===== src/rtl/es_pkg.sv =====
package es_pkg;

    localparam int unsigned EV_KINDS = 7;

    typedef enum logic [2:0] {
        EVK_FRAMING  = 3'd0,
        EVK_CRC      = 3'd1,
        EVK_CODEVIOL = 3'd2,
        EVK_ALIGN    = 3'd3,
        EVK_SIGLOSS  = 3'd4,
        EVK_AIS      = 3'd5,
        EVK_SLIP     = 3'd6
    } ev_kind_e;

    typedef logic [EV_KINDS-1:0] ev_vec_t;

    typedef struct packed {
        logic pending;   // enabled event seen in current interval
        logic es_flag;   // errored-second interrupt
        logic sec_flag;  // one-second timer interrupt
    } chan_state_t;

    function automatic logic counted_event(input ev_vec_t ev, input ev_vec_t mask);
        return |(ev & mask);
    endfunction

endpackage


===== src/rtl/es_sec_timer.sv =====
module es_sec_timer #(
    parameter int unsigned DIV_W = 27
) (
    input  logic             clk,
    input  logic             rst,
    input  logic             hold,
    input  logic [DIV_W-1:0] limit,
    output logic             tick
);
    logic [DIV_W-1:0] count_q;
    logic             at_end;

    assign at_end = (count_q >= limit);
    assign tick   = !hold && at_end;

    always_ff @(posedge clk) begin
        if (rst || hold) begin
            count_q <= '0;
        end else if (at_end) begin
            count_q <= '0;
        end else begin
            count_q <= count_q + 1'b1;
        end
    end
endmodule


===== src/rtl/es_ext_sync.sv =====
module es_ext_sync (
    input  logic clk,
    input  logic rst,
    input  logic pin,
    output logic tick
);
    logic [2:0] stage_q;

    always_ff @(posedge clk) begin
        if (rst) begin
            stage_q <= '0;
        end else begin
            stage_q <= {stage_q[1:0], pin};
        end
    end

    // stage_q[1] is the second synchronizer flop, stage_q[2] its delayed copy
    assign tick = stage_q[1] && !stage_q[2];
endmodule


===== src/rtl/es_chan.sv =====
module es_chan
    import es_pkg::*;
(
    input  logic    clk,
    input  logic    rst,
    input  logic    tick,
    input  ev_vec_t ev,
    input  ev_vec_t mask,
    input  logic    rd_clr,
    output logic    es_flag,
    output logic    sec_flag
);
    chan_state_t st_q, st_d;
    logic        hit;

    assign hit = counted_event(ev, mask);

    always_comb begin
        st_d          = st_q;
        st_d.pending  = tick ? 1'b0 : (st_q.pending || hit);
        st_d.es_flag  = (st_q.es_flag && !rd_clr) || (tick && (st_q.pending || hit));
        st_d.sec_flag = (st_q.sec_flag && !rd_clr) || tick;
    end

    always_ff @(posedge clk) begin
        if (rst) begin
            st_q <= '0;
        end else begin
            st_q <= st_d;
        end
    end

    assign es_flag  = st_q.es_flag;
    assign sec_flag = st_q.sec_flag;
endmodule


===== src/rtl/es_monitor.sv =====
module es_monitor
    import es_pkg::*;
#(
    parameter int unsigned NUM_CH = 4,
    parameter int unsigned DIV_W  = 27,
    localparam int unsigned SEL_W = (NUM_CH > 1) ? $clog2(NUM_CH) : 1,
    localparam int unsigned EV_W  = NUM_CH * EV_KINDS
) (
    input  logic              clk,
    input  logic              rst,
    input  logic              ext_sel,
    input  logic              ext_sec_in,
    input  logic [DIV_W-1:0]  div_limit,
    input  logic [EV_W-1:0]   ev_in,
    input  logic [EV_W-1:0]   ev_mask,
    input  logic [NUM_CH-1:0] rd_clr,
    input  logic [SEL_W-1:0]  out_sel,
    input  logic              out_en,
    output logic [NUM_CH-1:0] sec_tick,
    output logic [NUM_CH-1:0] es_irq,
    output logic [NUM_CH-1:0] sec_irq,
    output logic              sec_out
);
    logic ext_tick;

    es_ext_sync u_ext (
        .clk  (clk),
        .rst  (rst),
        .pin  (ext_sec_in),
        .tick (ext_tick)
    );

    for (genvar c = 0; c < NUM_CH; c++) begin : g_ch
        logic int_tick;

        es_sec_timer #(.DIV_W(DIV_W)) u_timer (
            .clk   (clk),
            .rst   (rst),
            .hold  (ext_sel),
            .limit (div_limit),
            .tick  (int_tick)
        );

        assign sec_tick[c] = ext_sel ? ext_tick : int_tick;

        es_chan u_chan (
            .clk      (clk),
            .rst      (rst),
            .tick     (sec_tick[c]),
            .ev       (ev_in[c*EV_KINDS +: EV_KINDS]),
            .mask     (ev_mask[c*EV_KINDS +: EV_KINDS]),
            .rd_clr   (rd_clr[c]),
            .es_flag  (es_irq[c]),
            .sec_flag (sec_irq[c])
        );
    end

    assign sec_out = out_en && sec_tick[out_sel];
endmodule


===== config.mk =====
export PLATFORM = sky130hd
export DESIGN_NAME = es_monitor
export DESIGN_NICKNAME = d
export VERILOG_FILES = /design/src/rtl/es_pkg.sv /design/src/rtl/es_sec_timer.sv /design/src/rtl/es_ext_sync.sv /design/src/rtl/es_chan.sv /design/src/rtl/es_monitor.sv
export SDC_FILE = /design/constraint.sdc
export NUM_CORES = 1
export LEC_CHECK = 0
export BUFFER_PORTS_ARGS = -buffer_cell sky130_fd_sc_hd__buf_2
export CAP_MARGIN = 20
export CORE_MARGIN = 1
export CORE_UTILIZATION = 55
export DETAILED_ROUTE_END_ITERATION = 8
export GPL_TIMING_DRIVEN = 0
export PLACE_DENSITY = 0.84
export SYNTH_ARGS = -nofsm -noshare
export SYNTH_HDL_FRONTEND = slang
export SYNTH_SLANG_ARGS = --single-unit

===== constraint.sdc =====
create_clock -name clk -period 3.01 [get_ports clk]
set_input_delay 0.602 -clock clk [delete_from_list [all_inputs] [get_ports clk]]
set_output_delay 0.602 -clock clk [all_outputs]
set_load 0.03 [all_outputs]

# --- After elaboration in Yosys (flattened, before gate mapping) ---
# Index checks and enable logic that the tools add are counted.
totals:
  register_bits: 123
  latch_bits: 0
  ramBits: 0
  romBits: 0
  input_bits: 94
  out_inout_bits: 13
  wordCells: 85
  n_memories: 0
classes:
  addsub: 4
  multipliers: 0
  div_mod_pow: 0
  magnitude_cmp: 5
  eq_ne: 0
  n_shift: 0
  muxes: 6
  bitwise: 4
  n_reduce_logical: 49
ops:
  columns: ["op", "count"]
  rows:
  - ["adder 27 x 1 -> 27 bit, second input constant", 4]
  - ["greater-or-equal comparator 27 bit", 4]
  - ["bitwise AND 7 bit", 4]
  - ["OR reduction 7 bit", 4]
  - ["logical AND 1 bit", 18]
  - ["OR reduction 2 bit", 8]
  - ["logical OR 1 bit", 13]
  - ["zero test 1 bit", 6]
  - ["2-to-1 mux 1 bit", 5]
  - ["less-than comparator 2 x 3 -> 1 bit, second input constant", 1]
  - ["binary-select mux 1 bit (select 2 bit)", 1]

# --- Longest topological paths before layout ---
# Gate-level depths: netlist (run 1).
depth:
  word_depth: 6
  depth_mapped: 11

# --- Hierarchy ---
# A second synthesis (run 1) with hierarchy kept.
unflattened:
  hier_cells: 992
  hier_area_um2: 8899.8
by_module_without_submodules:
  columns: ["module", "n_inst", "cells_per_inst", "area_each_um2"]
  rows:
  - ["es_sec_timer (g_ch[0].u_timer ...)", 3, 225, 2028.2]
  - ["es_sec_timer (g_ch[1].u_timer)", 1, 233, 2084.5]
  - ["es_chan", 4, 16, 138.9]
  - ["es_ext_sync", 1, 7, 87.6]
  - ["es_monitor", 1, 13, 87.6]

# --- Worst setup path before layout (run 1) ---
# OpenSTA, ideal clock, no wires.
synth_path:
  path_type: "input -> output"
  start: "input port div_limit[16]"
  end: "output port sec_out"
  t_arrival_ps: 2448
  required_time_ps: 2408
  slack_ps: -40
  stages: 9
  path_buffers: 0
  path_cell_list: "inv_1 -> ha_1 -> a21oi_1 -> o21ai_0 -> a41oi_1 -> or4_1 -> a21oi_1 -> o32ai_1 -> o22ai_1"
synth_via:
  elab_chain_cells: 6
  word_cells_on_any_way: 15
synth_rtl:
  columns: ["item", "line", "source"]
  rows:
  - ["start: declaration", "es_monitor.sv:13", "input logic [DIV_W-1:0] div_limit,"]
  - ["greater-or-equal comparator 27 bit", "es_sec_timer.sv:13", "assign at_end = (count_q >= limit);"]
  - ["logical AND 1 bit", "es_sec_timer.sv:14", "assign tick = !hold && at_end;"]
  - ["2-to-1 mux 1 bit", "es_monitor.sv:44", "assign sec_tick[c] = ext_sel ? ext_tick : int_tick;"]
  - ["binary-select mux 1 bit (select 2 bit) *", "es_monitor.sv:58", "assign sec_out = out_en && sec_tick[out_sel];"]
  - ["2-to-1 mux 1 bit (implied by the code) *", "es_monitor.sv:58", null]
  - ["logical AND 1 bit *", "es_monitor.sv:58", null]
  - ["end: declaration", "es_monitor.sv:22", "output logic sec_out"]
# Every way passes the cells marked *; elsewhere a longest branch is shown, timed or not. The select of a mux whose other input is x is not followed.

# --- Worst setup path after layout (run 1) ---
layout_path:
  start: "input port div_limit[8]"
  end: "output port sec_out"
# The elaborated chain is that of the path after synthesis.

==> results by group, run 1 <==
Worst setup path
  – Worst setup path category: in2out
  – Arrival @ worst endpoint: 2.70 ns
  – Startpoint kind of the worst setup timing path: input port
  – Maximum fanout along the worst path: 4
  – Worst endpoint required time: 2.41 ns
  – Worst setup EP type: primary output

STA
  – Min Clock Period, post-route: roughly 3.3 ns
  – Setup violators final: 5
  – Final period utilization: 109.7%
  – Setup repair after global routing missed its margin: yes
  – Final Slew Violations: 0
  – Normalized max-slew margin: 40.87%
  – Transition time of the tightest slew-check pin: 0.8777 ns
  – Hold Fails Final Rpt: 0
  – Hold_ws: 0.3833 ns
  – Worst Clk Skew: a little over 0.008 ns
  – Post-route setup slack: -0.2934 ns
  – Max Freq: approximately 300 MHz

Placement
  – Number of input and output port buffers inserted: about 110
  – Half-perimeter wire length after detailed placement: ~13000 um
  – Worst setup slack before clock tree synthesis: -0.4856 ns
  – Global placer's final weighted congestion: 0.8413
  – Area post-placement: 0.008353 mm2
  – Post-placement cell count: 1166

Clock network
  – Clock-pin slew on the worst setup and hold paths: 0.05 ns
  – H-tree levels: 4
  – Clock latency of the later-clocked register in the worst-skew pair: ~0.43 ns
  – Number of CTS-inserted buffers: 17
  – Clock tree from TritonCTS: built
  – Buffer cell driving the clock tree root: sky130_fd_sc_hd__clkbuf_16
  – CTS Sinks: 123
  – Maximum root-to-sink buffer count: 2
  – Hold-fix buffer count after cts: 0

Yosys
  – Post-synth cell types: 48
  – EDFF count, synth: 0
  – Leading register cell type out of synthesis: sky130_fd_sc_hd__dfxtp_1
  – Net count after synthesis: 1091
  – Flops & latches, synth: 123
  – Share of synthesized flip-flops with an asynchronous set or reset: 0%
  – Synthesized area divided by synthesized cell count: 8.589 um2
  – Xor and xnor fraction of the mapped netlist area: 11.52%
  – Simple-gate area share of the yosys netlist: 22.01%
  – Post-synthesis sequential area ratio: 32.40%
  – Post-Synthesis Cell Area: 0.007601 mm2
  – Count of mapped cells out of synthesis: 885
  – Combinational family with the most area after synthesis: simple AND/OR/NAND/NOR gates
  – Warnings from Yosys: 0
  – Adder-cell area share of the yosys netlist: 18.44%
  – Multiplexer share of the synthesized area: 0%
  – Area fraction in compound gates after synthesis: between 10% and 20%

Global route
  – Maximum number of pins on one net before global-route repair: 17
  – First-pass GRT wire length: 31960 um
  – Vias in the first global route: 6888
  – Total routing usage reported by global routing: 28.40%
  – Overall overflow remaining after global route: 0
  – Antenna violations before repair: 0

Floorplanning
  – Std cell rows: 42
  – Top-level I/O count: 107
  – Area of the die: ~0.014 mm2
  – Starting Density: 56.95%
  – Floorplan die height: 119.6 um
  – CORE AREA: 0.01335 mm2
  – Overall die width: 119.6 um

Drt
  – Number of nets with antenna violations after detailed routing: 0
  – Via-per-instance ratio: 5.998
  – Count of unresolved DRC violations after routing: 0
  – Detailed router's first-iteration violation count: 765
  – Sum of routed wire length over all layers: 22830 um
  – Total number of vias: around 7.3k
  – First drt pass iteration count: 5
  – Routed length per placed instance: about 19 um

Layout
  – Post-route standard cell area excluding fillers: around 0.0095 mm2
  – Count of nets after finishing: between 1k and 1.5k
  – Diode count: 0
  – Layout-stage area growth over the synthesis result: 25.53%
  – Post-route non-filler standard cell count: 1224
  – Final design utilization: between 70% and 80%
  – Share of post-route cells with drive strength above 1: 26.91%

Status
  – Failing checks: setup timing
  – Run status: finished with violations

Min path
  – Worst hold path class: in2reg

Power
  – Ratio of total power to cell area: 408.0 mW/mm2
  – Peak supply drop: 0.3872 mV
  – Leakage: slightly above 0.004 uW

Run
  – Number of maximum-capacitance constraint violations: 0
==> Yosys cell counts (7+ instances only) <==
| cell type | count | share of area (%) |
|---|---|---|
| sky130_fd_sc_hd__xnor2_1 | 33 | 3.8 |
| sky130_fd_sc_hd__nor2b_1 | 7 | 0.58 |
| sky130_fd_sc_hd__nor2_1 | 135 | 6.7 |
| sky130_fd_sc_hd__xor2_1 | 67 | 7.7 |
| sky130_fd_sc_hd__and4_1 | 8 | 0.92 |
| sky130_fd_sc_hd__nand3_1 | 54 | 3.6 |
| sky130_fd_sc_hd__nor2_2 | 7 | 0.58 |
| sky130_fd_sc_hd__buf_2 | 8 | 0.53 |
| sky130_fd_sc_hd__buf_4 | 12 | 1.2 |
| sky130_fd_sc_hd__and3_1 | 23 | 1.9 |
| sky130_fd_sc_hd__ha_1 | 112 | 18 |
| sky130_fd_sc_hd__a21o_1 | 8 | 0.79 |
| sky130_fd_sc_hd__nand2_1 | 54 | 2.7 |
| sky130_fd_sc_hd__inv_1 | 46 | 2.3 |
| sky130_fd_sc_hd__o21ai_0 | 19 | 1.3 |
| sky130_fd_sc_hd__dfxtp_1 | 123 | 32 |
| sky130_fd_sc_hd__nor3_1 | 9 | 0.59 |
| sky130_fd_sc_hd__nand4_1 | 31 | 2.6 |
| sky130_fd_sc_hd__a21oi_1 | 49 | 3.2 |
==> power breakdown <==
group          internal (uW)  total (uW)  switching [uW]
logic                    202         453             251
clock network           1080        1780             700
registers               1650        1660            13.0
total                   2930        3890             964
==> flip-flops by register name (all words and copies together) (netlist names) <==
register and cells:
g_ch.u_chan.st_q 4, g_ch.u_chan.sec_flag 4, g_ch.u_chan.es_flag 4, u_ext.stage_q 3, g_ch.u_timer.count_q 108
==> critical path, cell delays in order <==
cell and delay, ns:
sky130_fd_sc_hd__buf_2 0.11, sky130_fd_sc_hd__inv_2 0.12, sky130_fd_sc_hd__ha_1 0.27, sky130_fd_sc_hd__a21oi_1 0.23, sky130_fd_sc_hd__nor2_1 0.12, sky130_fd_sc_hd__a211oi_1 0.45
sky130_fd_sc_hd__a31oi_4 0.22, sky130_fd_sc_hd__buf_4 0.19, sky130_fd_sc_hd__o32ai_2 0.12, sky130_fd_sc_hd__o22ai_2 0.12, sky130_fd_sc_hd__buf_6 0.15
==> cell families after synthesis <==
family                   count (synthesis)
AO/OA/AOI/OAI                          123
XOR/XNOR                               100
buffers and inverters                   77
AND/OR/NAND/NOR                        350
adder cells (fa/ha/maj)                112
flip-flops                             123
==> layout make-up <==
class / instances / area, um2
clock inverter: 3 / 15.01
multi-input combinational: 685 / 5125
buffer: 28 / 201.4
fill: 905 / 3806
sequential: 123 / 2492
inverter: 46 / 187.7
clock buffer: 27 / 483.0
timing repair buffer: 136 / 817.0
tap: 176 / 220.2
==> through the flow <==
step           setup TNS [ns]  power, uW
2_1_floorplan               0       1907
3_3_place_gp           -5.874       2031
3_5_place_dp           -6.387       2041
4_1_cts               -0.4404       3827
5_1_grt                -1.301       3985
6_report              -0.9478       3893
==> cells in the final DEF, fill, tap and decap left out, types with 31 or more instances in the layout <==
master                    instances
sky130_fd_sc_hd__xnor2_1         33
sky130_fd_sc_hd__nand3_1         54
sky130_fd_sc_hd__buf_2          109
sky130_fd_sc_hd__dfxtp_1        105
sky130_fd_sc_hd__ha_1           102
sky130_fd_sc_hd__buf_4           31
sky130_fd_sc_hd__nand2_1         54
sky130_fd_sc_hd__a21oi_1         43
sky130_fd_sc_hd__xor2_1          67
sky130_fd_sc_hd__nand4_1         31
sky130_fd_sc_hd__nor2_1         135
==> path summary, 6_finish.rpt <==
kind,slack [ns],end,from,depth (start not counted)
worst max-delay path,-0.29,sec_out,div_limit[8],11
worst min-delay path,0.38,g_ch[1].u_chan.es_flag,rd_clr[1],2
worst max register to register,0.05,g_ch[3].u_chan.st_q[2],g_ch[3].u_timer.count_q[14],18
worst min register to register,0.44,g_ch[0].u_timer.count_q[0],g_ch[0].u_timer.count_q[0],1
==> metal layers <==
layer | vias up | track usage (%) | part of all wire, %
met5 | - | 0 | 0
met1 | 3393 | 32.06 | 38
met2 | 394 | 50.18 | 48
met3 | 137 | 4.943 | 6.4
met4 | 0 | 16.41 | 7.0
li1 | 3417 | - | -
==> repair_timing <==
| item | 4_1_cts | 5_1_grt |
|---|---|---|
| pin swaps | 23 | 22 |
| gates resized for setup | 85 | 47 |
| endpoints found under the setup margin | 5 | 6 |
| buffers inserted | 25 | 6 |
Power figures use the tool's default switching activity.
==> run 2: changes to the inputs <==
--- a/config.mk
+++ b/config.mk
@@ -11,7 +11,9 @@
 export CORE_UTILIZATION = 55
 export DETAILED_ROUTE_END_ITERATION = 8
 export GPL_TIMING_DRIVEN = 0
-export PLACE_DENSITY = 0.84
+export PLACE_DENSITY = 0.83
+export SLEW_MARGIN = 10
 export SYNTH_ARGS = -nofsm -noshare
 export SYNTH_HDL_FRONTEND = slang
+export SYNTH_HIERARCHICAL = 1
 export SYNTH_SLANG_ARGS = --single-unit
==> constraint.sdc (replaced) <==
create_clock -name clk -period 3.23 [get_ports clk]
set_input_delay 0.646 -clock clk [delete_from_list [all_inputs] [get_ports clk]]
set_output_delay 0.646 -clock clk [all_outputs]
set_load 0.03 [all_outputs]
==> results by group, run 2 <==
Floorplanning
  – CORE AREA: 0.01583 mm2
  – Floorplan die height: 129.2 um
  – Std cell rows: 46
  – Overall die width: 129.2 um
  – Area of the die: 0.01669 mm2
  – Starting Density: approximately 56%
  – Top-level I/O count: 107

Clock network
  – CTS Sinks: 123
  – Clock latency of the later-clocked register in the worst-skew pair: 0.43 ns
  – Clock tree from TritonCTS: built
  – Maximum root-to-sink buffer count: 2
  – H-tree levels: 4
  – Number of CTS-inserted buffers: 17
  – Clock-pin slew on the worst setup and hold paths: 0.06 ns
  – Buffer cell driving the clock tree root: sky130_fd_sc_hd__clkbuf_16

Layout
  – Max reg flops: 108
  – Share of post-route cells with drive strength above 1: about a third
  – Most frequent standard cell in the layout excluding fill and tap cells: sky130_fd_sc_hd__inv_1
  – Commonest cells after routing, fill and taps aside: sky130_fd_sc_hd__inv_1, sky130_fd_sc_hd__dfxtp_1, sky130_fd_sc_hd__ha_1, sky130_fd_sc_hd__buf_2, sky130_fd_sc_hd__xor2_1
  – Diode count: 0
  – Post-route non-filler standard cell count: 1386
  – Count of nets after finishing: roughly 1.4k
  – Largest Register: g_ch.u_timer/count_q
  – Filler Cells Inserted: ~1.0k
  – Layout-stage area growth over the synthesis result: 28.36%

Global route
  – Vias in the first global route: 7796
  – Maximum number of pins on one net before global-route repair: 24
  – First-pass GRT wire length: 38830 um
  – Overall overflow remaining after global route: 0
  – Total routing usage reported by global routing: 30.50%
  – Antenna violations before repair: 0

Yosys
  – Yosys top cell area share: approximately 28%
  – Leading register cell type out of synthesis: sky130_fd_sc_hd__dfxtp_1
  – Post-Synthesis Cell Area: 0.008900 mm2
  – Post-synthesis sequential area ratio: 27.67%
  – Share of synthesized flip-flops with an asynchronous set or reset: 0%
  – Warnings from Yosys: 6
  – Commonest cells post-synth: sky130_fd_sc_hd__dfxtp_1, sky130_fd_sc_hd__inv_1, sky130_fd_sc_hd__ha_1, sky130_fd_sc_hd__xor2_1, sky130_fd_sc_hd__nor3_2
  – Count of mapped cells out of synthesis: approximately 990
  – Net count after synthesis: 1198
  – EDFF count, synth: 0
  – Library cell occupying the most area in the post-synthesis netlist: sky130_fd_sc_hd__dfxtp_1
  – Largest cells by area after synthesis: sky130_fd_sc_hd__dfxtp_1, sky130_fd_sc_hd__ha_1, sky130_fd_sc_hd__nor3_2
  – Post-synth cell types: 49
  – Synthesized area divided by synthesized cell count: between 8 and 9 um2
  – Flops & latches, synth: 123

STA
  – Min Clock Period, post-route: 3.419 ns
  – Final period utilization: 105.9%
  – Max Freq: between 200 and 300 MHz
  – Setup repair after global routing missed its margin: yes
  – Setup violators final: 4
  – Hold_ws: 0.4242 ns
  – Transition time of the tightest slew-check pin: 0.6459 ns
  – Worst Clk Skew: 0.009066 ns
  – Normalized max-slew margin: between 50% and 60%
  – Hold Fails Final Rpt: 0
  – Final Slew Violations: 0
  – Post-route setup slack: -0.1893 ns

Power
  – Peak supply drop: 0.3901 mV
  – Ratio of total power to cell area: 352.2 mW/mm2
  – Leakage: 0.004819 uW

Min path
  – Worst hold path class: in2reg

Drt
  – Sum of routed wire length over all layers: around 25000 um
  – Count of unresolved DRC violations after routing: 0
  – Total number of vias: 8118
  – Number of nets with antenna violations after detailed routing: 0
  – Routed length per placed instance: roughly 18 um
  – Via-per-instance ratio: 5.857
  – Detailed router's first-iteration violation count: 581
  – First drt pass iteration count: 5

Worst setup path
  – Startpoint kind of the worst setup timing path: input port
  – Arrival @ worst endpoint: between 2 and 3 ns
  – Worst setup path category: in2out
  – Maximum fanout along the worst path: 4
  – Worst endpoint required time: 2.58 ns
  – Worst setup EP type: primary output

Placement
  – Global placer's final weighted congestion: approximately 0.83
  – Number of input and output port buffers inserted: 106
  – Half-perimeter wire length after detailed placement: 15920 um
  – Post-placement cell count: 1314
  – Worst setup slack before clock tree synthesis: -0.7745 ns

Status
  – Run status: finished with violations
  – Failing checks: setup timing

Run
  – Number of maximum-capacitance constraint violations: 0
-- run 2: layout make-up --
cell class / count / area (um2) / share of cell area (%)
clock inverter: 10 / 163.9 / 1.435
timing repair buffer: 146 / 993.5 / 8.697
multi-input combinational: 728 / 6341 / 55.51
buffer: 18 / 206.4 / 1.807
clock buffer: 22 / 474.2 / 4.151
inverter: 123 / 466.7 / 4.085
tap: 216 / 270.3 / 2.366
sequential: 123 / 2507 / 21.95
-- run 2: cells by family (layout without fill, tap and decap cells) --
group           count (synthesis)  count (layout)  share of synthesized area (%)
simple gates                  400             400                          30.03
buf+inv                       141             319                          7.465
fa+ha+maj                     112             112                          15.75
xor+xnor                      100             100                          9.841
flops                         123             123                          27.67
mux                             4               4                         0.4780
compound gates                112             112                          8.773
-- run 2: stage by stage --
step | total power, uW | setup TNS, ns | area [um2] | util, %
final | 4024 | -0.4051 | 11420 | 72.17
after global routing | 4139 | -0.6799 | 11420 | 72.17
after CTS | 4000 | -0.2040 | 11020 | 69.61
after detailed placement | 1903 | -2.668 | 9723 | 61.43
after global placement | 1892 | -2.576 | 9723 | 61.43
after floorplan | 1758 | -0.1888 | 8922 | -
-- run 2: repair_timing --
item / 4_1_cts / 5_1_grt
buffers inserted: 24 / 16
pin swaps: 38 / 26
hold buffers: 0 / 0
resized for setup: 110 / 52
endpoints found under the setup margin: 5 / 5
-- run 2: critical path, cell delays in order --
cell	delay, ns
sky130_fd_sc_hd__buf_6	0.12
sky130_fd_sc_hd__inv_1	0.08
sky130_fd_sc_hd__ha_4	0.28
sky130_fd_sc_hd__nand4_4	0.12
sky130_fd_sc_hd__nor4_4	0.35
sky130_fd_sc_hd__nand4_2	0.21
sky130_fd_sc_hd__a41oi_4	0.26
sky130_fd_sc_hd__o21ba_4	0.17
sky130_fd_sc_hd__mux2_4	0.17
sky130_fd_sc_hd__mux2i_4	0.07
sky130_fd_sc_hd__o2bb2ai_4	0.14
sky130_fd_sc_hd__buf_6	0.14
-- run 2: report_power, final --
| group | internal [uW] | total (uW) | switching, uW |
|---|---|---|---|
| clock | 1350 | 2080 | 724 |
| sequential | 1530 | 1540 | 10.3 |
| combinational | 182 | 413 | 231 |
-- run 2: path summary, 6_finish.rpt --
| kind | startpoint | end | slack (ns) | depth (start not counted) |
|---|---|---|---|---|
| max | div_limit[24] | sec_out | -0.19 | 12 |
| min reg2reg | u_ext/stage_q[0] | u_ext/stage_q[1] | 0.44 | 1 |
| max reg2reg | g_ch[3].u_timer/count_q[12] | g_ch[3].u_chan/sec_flag | 0.67 | 12 |
| min | ext_sec_in | u_ext/stage_q[0] | 0.42 | 2 |
-- run 2: per-layer routing --
metal | routed length, um | vias to the layer above | part of all wire, % | track usage (%)
met4 | 1265 | 0 | 5.0 | 17.30
met2 | 12200 | 338 | 48 | 51.49
met5 | 0 | - | 0 | 0
met3 | 1582 | 92 | 6.3 | 6.069
met1 | 10200 | 3843 | 40 | 36.18
li1 | - | 3845 | - | -
==> run 3: changes to the inputs <==
--- a/config.mk
+++ b/config.mk
@@ -8,12 +8,11 @@
 export BUFFER_PORTS_ARGS = -buffer_cell sky130_fd_sc_hd__buf_2
 export CAP_MARGIN = 20
 export CORE_MARGIN = 1
-export CORE_UTILIZATION = 55
+export CORE_UTILIZATION = 53
 export DETAILED_ROUTE_END_ITERATION = 8
 export GPL_TIMING_DRIVEN = 0
-export PLACE_DENSITY = 0.83
+export PLACE_DENSITY = 0.85
 export SLEW_MARGIN = 10
 export SYNTH_ARGS = -nofsm -noshare
 export SYNTH_HDL_FRONTEND = slang
-export SYNTH_HIERARCHICAL = 1
 export SYNTH_SLANG_ARGS = --single-unit
==> constraint.sdc (replaced) <==
create_clock -name clk -period 2.9 [get_ports clk]
set_input_delay 0.58 -clock clk [delete_from_list [all_inputs] [get_ports clk]]
set_output_delay 0.58 -clock clk [all_outputs]
set_load 0.03 [all_outputs]
==> results by group, run 3 (synthesized netlist as in run 1, its figures left out) <==
Min path
  – Worst hold path class: in2reg

Worst setup path
  – Highest-delay cell along the critical path: sky130_fd_sc_hd__dfxtp_1
  – Arrival @ worst endpoint: 2.61 ns
  – R2r setup slk: 0.23 ns
  – Startpoint kind of the worst setup timing path: flop
  – Critical Path Max Stage Delay: 0.41 ns
  – Top cell by count, worst path: sky130_fd_sc_hd__a21oi_1
  – Maximum fanout along the worst path: 3
  – Sequence of cells on the critical path: ha_4 > a21oi_1 > a21oi_1 > a211oi_2 > o21ai_1 > or3_4 > o32ai_4 > o22ai_2 > buf_6
  – Worst endpoint required time: roughly 2.3 ns
  – Worst setup path category: reg2out
  – Worst setup EP type: primary output

Placement
  – Global placer's final weighted congestion: 0.8233
  – Area post-placement: 0.008358 mm2
  – Post-placement cell count: 1170
  – Half-perimeter wire length after detailed placement: approximately 14000 um
  – Number of input and output port buffers inserted: 105

Drt
  – Sum of routed wire length over all layers: 22320 um
  – Detailed router's first-iteration violation count: between 600 and 700
  – Routed length per placed instance: 18.33 um
  – Via-per-instance ratio: between 5 and 6
  – Total number of vias: between 7k and 8k
  – First drt pass iteration count: 5
  – Number of nets with antenna violations after detailed routing: 0
  – Count of unresolved DRC violations after routing: 0

STA
  – Transition time of the tightest slew-check pin: 0.9849 ns
  – Post-route setup slack: -0.2943 ns
  – Min Clock Period, post-route: 3.194 ns
  – Hold Fails Final Rpt: 0
  – Final Slew Violations: 0
  – Setup violators final: 5
  – Normalized max-slew margin: 33.90%
  – Hold_ws: between 0.3 and 0.4 ns
  – Max Freq: 313.1 MHz
  – Final period utilization: 110.1%
  – Worst Clk Skew: 0.009244 ns
  – Setup repair after global routing missed its margin: yes

Floorplanning
  – CORE AREA: between 0.01 and 0.015 mm2
  – Starting Density: 54.55%
  – Area of the die: 0.01482 mm2
  – Top-level I/O count: 107
  – Std cell rows: 43
  – Overall die width: roughly 120 um
  – Floorplan die height: 121.8 um

Layout
  – Layout-stage area growth over the synthesis result: 29.56%
  – Most frequent standard cell in the layout excluding fill and tap cells: sky130_fd_sc_hd__nor2_1
  – Post-route non-filler standard cell count: approximately 1.2k
  – Count of nets after finishing: 1231
  – Share of post-route cells with drive strength above 1: a little under a third
  – Final design utilization: between 70% and 80%
  – Post-route standard cell area excluding fillers: 0.009848 mm2
  – Commonest cells after routing, fill and taps aside: sky130_fd_sc_hd__nor2_1, sky130_fd_sc_hd__buf_2, sky130_fd_sc_hd__dfxtp_1, sky130_fd_sc_hd__ha_1, sky130_fd_sc_hd__xor2_1
  – Largest Register: g_ch.u_timer.count_q
  – Diode count: 0
  – Max reg flops: 108

Global route
  – Vias in the first global route: 6995
  – Total routing usage reported by global routing: between 20% and 30%
  – First-pass GRT wire length: 33240 um
  – Maximum number of pins on one net before global-route repair: 17
  – Antenna violations before repair: 0
  – Overall overflow remaining after global route: 0

Clock network
  – Clock-pin slew on the worst setup and hold paths: 0.06 ns
  – H-tree levels: 4
  – Maximum root-to-sink buffer count: 2
  – Hold-fix buffer count after cts: 0
  – Buffer cell driving the clock tree root: sky130_fd_sc_hd__clkbuf_16
  – Clock tree from TritonCTS: built
  – Number of CTS-inserted buffers: 17
  – CTS Sinks: 123
  – Clock latency of the later-clocked register in the worst-skew pair: between 0.4 and 0.5 ns

Power
  – Overall Power: between 4000 and 5000 uW
  – Peak supply drop: 0.3904 mV
  – Leakage: around 0.0042 uW
  – Ratio of total power to cell area: around 460 mW/mm2

Status
  – Failing checks: setup timing
  – Run status: finished with violations

Run
  – Number of maximum-capacitance constraint violations: 0
run 3: changes by cell type in the layout (fill, tap and decap cells not counted), moves of 12 or more:
cell / delta
sky130_fd_sc_hd__nor2_1: +99
sky130_fd_sc_hd__inv_1: -93
sky130_fd_sc_hd__nor3_2: -59
sky130_fd_sc_hd__nor3_1: -56
sky130_fd_sc_hd__buf_2: +26
sky130_fd_sc_hd__buf_6: -20
sky130_fd_sc_hd__buf_4: -18
sky130_fd_sc_hd__and3_1: +15
sky130_fd_sc_hd__nand4_1: -12
run 3: repair_timing:
| action | in CTS | in global routing |
|---|---|---|
| setup endpoints to repair | 5 | 5 |
| resized for setup | 152 | 30 |
| pin swaps | 35 | 17 |
| setup buffers | 14 | 6 |
run 3: layout make-up:
| type | instances | area (um2) |
|---|---|---|
| fill | 899 | 4086 |
| multi-input combinational | 685 | 5370 |
| clock buffer | 18 | 439.2 |
| tap | 180 | 225.2 |
| clock inverter | 14 | 200.2 |
| timing repair buffer | 125 | 720.7 |
| buffer | 27 | 186.4 |
| sequential | 123 | 2512 |
| inverter | 46 | 193.9 |
run 3: per-layer routing:
metal / routed length (um) / up-vias / GRT usage [%]
li1: - / 3396 / -
met1: 8578 / 3401 / 31.79
met2: 11410 / 301 / 51.91
met3: 1250 / 92 / 6.086
met4: 1091 / 0 / 16.98
met5: 0 / - / 0
run 3: stage by stage:
step / setup TNS [ns] / worst slack [ns]
finish: -0.9042 / -0.2943
global route: -1.115 / -0.3632
floorplan: 0 / 0.06553
CTS: -0.4663 / -0.1491
global placement: -12.18 / -0.6398
detailed placement: -13.09 / -0.6244
run 3: worst paths after layout:
check,startpoint,endpoint,cells past startpoint
setup / recovery,g_ch[0].u_timer.count_q[21],sec_out,9
setup reg to reg,g_ch[0].u_timer.count_q[21],g_ch[0].u_timer.count_q[13],10
hold / removal,rd_clr[2],g_ch[2].u_chan.es_flag,2
hold reg to reg,g_ch[1].u_timer.count_q[0],g_ch[1].u_timer.count_q[0],1
run 3: worst max-delay path, delay by kind of cell, from the launching register on:
family / cells / cell delay [ns]
AOI/OAI and AO/OA: 6 / 1.02
adders and majority gates: 1 / 0.24
buffers and inverters: 1 / 0.15
DFF: 1 / 0.41
and+or+nand+nor: 1 / 0.36
run 3: report_power, final:
| part | internal [uW] | leakage (uW) | switching, uW |
|---|---|---|---|
| clock network | 1530 | 0.000315 | 804 |
| registers | 1710 | 0.00101 | 13.1 |
| logic | 201 | 0.00285 | 264 |
